==> src/rtl/irq_prio_resolver.sv <==
module irq_prio_resolver #(
  parameter int          NPER = 57,
  parameter logic [56:0] IMPL = 57'h1FF_FFFF_FFFF_FBF7
) (
  input  logic            clk,
  input  logic            rst_n,
  input  logic [NPER-1:0] req_i,
  input  logic            i_mask,
  input  logic            x_mask,
  input  logic            irq_pin_n,
  input  logic            xirq_pin_n,
  input  logic            wr_en,
  input  logic            wr_sel,
  input  logic [7:0]      wr_data,
  input  logic            ack,
  output logic            int_pending,
  output logic [7:0]      vec_lo
);
  localparam int          SLOTS    = 64;
  localparam int          IRQ_SLOT = NPER;
  localparam logic [7:0]  IRQ_VEC  = 8'h80 + 8'(2 * IRQ_SLOT);
  localparam logic [7:0]  XIRQ_VEC = IRQ_VEC + 8'd2;
  localparam logic [SLOTS-1:0] IMPL_ALL = {{(SLOTS-NPER-1){1'b0}}, 1'b1, IMPL};

  logic [1:0] ctrl_q;
  logic       ctrl_locked;
  logic [6:0] hp_q;
  logic       irq_prev, irq_lat, x_armed, ack_d;
  logic [7:0] held;

  logic [SLOTS-1:0] mreq;
  logic [5:0]       top_slot;
  logic             any_req;
  logic [7:0]       comb_vec;

  wire [7:0] wr_vec   = {wr_data[7:1], 1'b0};
  wire       wr_ok    = wr_vec[7] && (wr_vec <= IRQ_VEC) && IMPL_ALL[wr_vec[6:1]];
  wire       irq_fall = irq_prev & ~irq_pin_n;
  wire       irq_req  = ctrl_q[0] & (ctrl_q[1] ? irq_lat : ~irq_pin_n);
  wire       x_open   = ~x_mask | x_armed;
  wire       xirq_hit = ~xirq_pin_n & x_open;
  wire       promo    = mreq[hp_q[5:0]];
  wire       hold     = ack & ack_d;
  wire       ack_rise = ack & ~ack_d;

  always_comb begin
    mreq = '0;
    for (int i = 0; i < NPER; i++) mreq[i] = req_i[i] & IMPL[i];
    mreq[IRQ_SLOT] = irq_req;
    if (i_mask) mreq = '0;
  end

  always_comb begin
    any_req  = 1'b0;
    top_slot = '0;
    for (int i = 0; i < SLOTS; i++)
      if (mreq[i]) begin
        any_req  = 1'b1;
        top_slot = i[5:0];
      end
  end

  always_comb begin
    if (xirq_hit)     comb_vec = XIRQ_VEC;
    else if (promo)   comb_vec = {hp_q, 1'b0};
    else if (any_req) comb_vec = {1'b1, top_slot, 1'b0};
    else              comb_vec = 8'h00;
  end

  assign int_pending = xirq_hit | any_req;
  assign vec_lo      = hold ? held : comb_vec;

  always_ff @(posedge clk or negedge rst_n) begin
    if (!rst_n) begin
      ctrl_q      <= 2'b01;
      ctrl_locked <= 1'b0;
    end else if (wr_en && !wr_sel && !ctrl_locked) begin
      ctrl_q      <= wr_data[1:0];
      ctrl_locked <= 1'b1;
    end
  end

  always_ff @(posedge clk or negedge rst_n) begin
    if (!rst_n) hp_q <= IRQ_VEC[7:1];
    else if (wr_en && wr_sel && i_mask) hp_q <= wr_ok ? wr_vec[7:1] : IRQ_VEC[7:1];
  end

  always_ff @(posedge clk or negedge rst_n) begin
    if (!rst_n) begin
      irq_prev <= 1'b1;
      irq_lat  <= 1'b0;
    end else begin
      irq_prev <= irq_pin_n;
      if (!ctrl_q[1] || !ctrl_q[0]) irq_lat <= 1'b0;
      else if (irq_fall) irq_lat <= 1'b1;
      else if (ack_rise && comb_vec == IRQ_VEC) irq_lat <= 1'b0;
    end
  end

  always_ff @(posedge clk or negedge rst_n) begin
    if (!rst_n) begin
      x_armed <= 1'b0;
      ack_d   <= 1'b0;
      held    <= 8'h00;
    end else begin
      if (!x_mask) x_armed <= 1'b1;
      ack_d <= ack;
      if (ack_rise) held <= comb_vec;
    end
  end

  assert_vec_held_R12: assert property (@(posedge clk) disable iff (!rst_n)
    ack && ack_d |-> $stable(vec_lo));
  assert_hp_locked_R6: assert property (@(posedge clk) disable iff (!rst_n)
    wr_en && wr_sel && !i_mask |=> $stable(hp_q));
  assert_hp_legal_R7: assert property (@(posedge clk) disable iff (!rst_n)
    hp_q[6] && hp_q <= IRQ_VEC[7:1]);
  assert_ctrl_once_R11: assert property (@(posedge clk) disable iff (!rst_n)
    ctrl_locked |=> $stable(ctrl_q));
  assert_x_sticky_R8: assert property (@(posedge clk) disable iff (!rst_n)
    x_armed |=> x_armed);
  assert_xirq_top_R8: assert property (@(posedge clk) disable iff (!rst_n)
    !xirq_pin_n && x_armed && !hold |-> int_pending && vec_lo == XIRQ_VEC);
  assert_imask_R3: assert property (@(posedge clk) disable iff (!rst_n)
    i_mask && (xirq_pin_n || (x_mask && !x_armed)) |-> !int_pending);
endmodule

==> config.mk <==
export PLATFORM = sky130hd
export DESIGN_NAME = irq_prio_resolver
export DESIGN_NICKNAME = d
export VERILOG_FILES = /design/src/rtl/irq_prio_resolver.sv
export SDC_FILE = /design/constraint.sdc
export NUM_CORES = 1
export LEC_CHECK = 0
export BUFFER_PORTS_ARGS = -buffer_cell sky130_fd_sc_hd__buf_2
export CAP_MARGIN = 20
export CORE_ASPECT_RATIO = 2
export CORE_MARGIN = 2
export CORE_UTILIZATION = 45
export DETAILED_ROUTE_END_ITERATION = 6
export GPL_TIMING_DRIVEN = 0
export PLACE_DENSITY = 0.7
export SYNTH_ARGS = -nofsm -noshare
export SYNTH_HDL_FRONTEND = slang
export SYNTH_SLANG_ARGS = --single-unit
==> constraint.sdc <==
create_clock -name clk -period 7.3 [get_ports clk]
set_clock_uncertainty 0.2 [all_clocks]
set_input_delay 0.365 -clock clk [delete_from_list [all_inputs] [get_ports clk]]
set_output_delay 0.365 -clock clk [all_outputs]
set_load 0.05 [all_outputs]
==> summary.md <==
| Metric | Value |
|---|---|
| Status | finished, final reports clean |
| Register bit total from synthesis | 21 |
| Die Span Y | 107 µm |
| Mapped cell area | 2410 µm² |
| HPWL Detailed | between 6 and 7 mm |
| Yosys warns | 0 |
| Post-synth EDFFs | 0 |
| Unrepaired setup endpoints after global routing | no |
| Post-Syn Nets | 372 |
| Vias in the first global route | ~2,800 |
| Leak | 1.25 nW |
| Critical R2R Launch | hp_q[0]$_DFFE_PN1P_ |
| Busiest grt layer | met2 |
| Layout cell share with drive strength beyond 1 | 32.0% |
| Gate power share | 51.1% |
| Via count | 2,791 |
| Antenna violations before repair | 0 |
| Drt drc | 0 |
| Reg power frac | 31.9% |
| Met1 usage | about a quarter |
| Commonest non-fill, non-tap cell in the layout | buf_2 |
| Die ar. | 5990 µm² |
| Post-DRT Antenna Nets | 0 |
| Switching Share | 41.4% |
| Htree depth | 1 |
| Gpl congestion | 0.909 |
| Met3 GRT Util | 1.68% |
| Syn Area/Cell | slightly above 8 µm² |
| Num CTS Buffers | 3 |
| Finished layout cell area | 2930 µm² |
| Reg clk slew, reported paths | 80 ps |
| Endpoints failing hold | 0 |
| Area Growth Syn to Fin | 21.7% |
| Hold depth | 1 |
| Worst Hold Class | in -> reg |
| Aggregate routed wire length | 7.77 mm |
| Initial DRT Pass Iterations | 5 |
| Ys async rst share | 100% |
| Via-to-Cell Ratio | around 6.4 |
| Final worst-path cycle share | 55.4% |
| Fmax | approximately 0.25 GHz |
| Count of cell types in the netlist | 63 |
| Grt met2 use | 50.3% |
| Total GRT Usage | 25.7% |
| Worst-skew pair later-pin latency | 270 ps |
| Hold Startpoint | irq_pin_n |
| Wire per inst | 17.7 µm |
| TNS Setup | 0 ps |
| Register area share after synthesis | 22.2% |
| Core ar. | 5140 µm² |
| Main flop type after synthesis | dfrtp_1 |
| IO Port Bufs | 78 |
| Clock Power Share | between 10% and 20% |
| CTS root buffer | clkbuf_8 |
| Critical Path RT | slightly below 7000 ps |
| CTS tree | built |
| CP Data Arrival Time | 3480 ps |
| Maxcap violations | 0 |
| Starting DRT DRC Count | 135 |
| First-pass GRT wire length | 12.3 mm |
| Post-placement cell area | roughly 2900 µm² |
| Worst-Margin Slew | 583 ps |
| Worst Reg-to-Reg Cells | 10 |
| Crit path launch type | register |
| Cell count after synthesis | roughly 300 |
| Int Pwr | 0.269 mW |
| # rows | 37 |
| Fin crit period | 4040 ps |
| Worst r2r dst | irq_lat$_DFFE_PN0P_ |
| NumNets Final | 456 |
| CTS Buffer Depth | 2 |
| Antenna Cells | 0 |
| Starting Density | 46.9% |
| Sink Count | 21 |
| Commonest cells after routing, fill and taps aside | buf_2, nor2_1, a21oi_1 |
| Max Transition Viols Final | 0 |
| Top Ports | 83 |
| Crit Path Class | reg -> out |
| Chip width | 55.7 µm |
| PD cells | 157 nW/µm² |
| Rel. slew slack | 60.1% |
| P_sw | roughly 0.19 mW |
| Reg2Reg Setup Slack | 4020 ps |
| Critical-path maximum fanout | 10 |
| Crit end category | primary output |
| Gr ovfl total | 0 |
| # Post-CTS Setup Buffers | 0 |
| Largest net degree at the start of global routing | 22 |
| Worst Hold Endpoint | irq_prev$_DFF_PN1_ |
| Final setup viols | 0 |
| Peak VDD IR | 0.000161 V |
## repair_timing
item / 4_1_cts / 5_1_grt
gates resized for setup: 0 / 0
hold buffers: 1 / 0
endpoints found under the setup margin: 0 / 0
endpoints found under the hold margin: 14 / 0
## worst max-delay path, stage by stage, from the launching register on
cell	delay, ps
dfstp_2	630
buf_6	210
mux4_2	510
mux2i_1	290
o22ai_1	130
a211oi_2	240
a21oi_2	120
buf_2	200
a21oi_1	160
a22oi_1	150
o31ai_1	260
buf_2	310
## layout make-up
type / count / area, µm²
Multi-Input combinational cell: 249 / 1740
Timing Repair Buffer: 79 / 400
Clock inverter: 1 / 7.51
Fill cell: 510 / 2210
Tap cell: 58 / 72.6
Clock buffer: 3 / 41.3
Inverter: 12 / 45.0
Sequential cell: 21 / 534
Buffer: 16 / 88.8
## sequential cells by signal, summed over array words and instances (netlist names)
signal,cells
ack_d,1
ctrl_locked,1
ctrl_q,2
held,7
hp_q,7
irq_lat,1
irq_prev,1
x_armed,1
## worst max path at each step
stage	startpoint	to	slack, ps	depth (start not counted)
global route	hp_q[0]$_DFFE_PN1P_	vec_lo[1]	3090	12
CTS	hp_q[0]$_DFFE_PN1P_	vec_lo[1]	3250	11
detailed placement	hp_q[0]$_DFFE_PN1P_	vec_lo[1]	3560	11
finish	hp_q[0]$_DFFE_PN1P_	vec_lo[1]	3260	11
global placement	hp_q[0]$_DFFE_PN1P_	vec_lo[1]	3600	11
floorplan	hp_q[0]$_DFFE_PN1P_	vec_lo[1]	3350	10
## power groups by stage
stage	registers (mW)	clock network [mW]	logic, mW
6_report	0.146	0.0785	0.235
5_1_grt	0.148	0.0848	0.253
4_1_cts	0.146	0.0789	0.233
3_5_place_dp	0.148	0	0.231
3_3_place_gp	0.147	0	0.229
2_1_floorplan	0.144	0	0.158
## logic make-up after synthesis
family                 Yosys count  synth area share [%]
other                            1                 0.156
flip-flops                      21                  22.2
AND/OR/NAND/NOR                121                  26.3
AO/OA/AOI/OAI                  103                  29.6
buffers and inverters           28                  5.56
multiplexers                    23                  15.8
XOR/XNOR                         1                 0.364
## stage by stage
step	utilization, %	hold WS [ps]	power [mW]	worst slack [ps]	std cells
4_1_cts	57.0	15.1	0.458	3250	439
6_report	57.0	19.5	0.459	3260	439
3_5_place_dp	55.9	138	0.379	3560	434
5_1_grt	57.0	11.2	0.486	3090	439
2_1_floorplan	-	-131	0.302	3350	298
3_3_place_gp	55.9	136	0.376	3600	434
## Yosys cell counts (8+ instances only)
| cell | number | area [µm²] |
|---|---|---|
| a21oi_1 | 23 | 115 |
| dfrtp_1 | 14 | 350 |
| inv_1 | 11 | 41.3 |
| nand2_1 | 18 | 67.6 |
| nand2b_1 | 8 | 50.1 |
| nor2_1 | 36 | 135 |
| nor2b_1 | 9 | 56.3 |
| nor3_1 | 12 | 60.1 |
| nor4_1 | 11 | 68.8 |
| o21ai_0 | 17 | 85.1 |
## layer usage
layer  part of all wire [%]  vias to the layer above  routed length, µm
met2                     57                       89               4440
met5                      0                        -                  0
met1                     35                     1335               2720
met3                    2.9                       28                228
met4                    5.0                        0                385
li1                       -                     1339                  -
No activity file was read; power rests on OpenSTA's default activity.
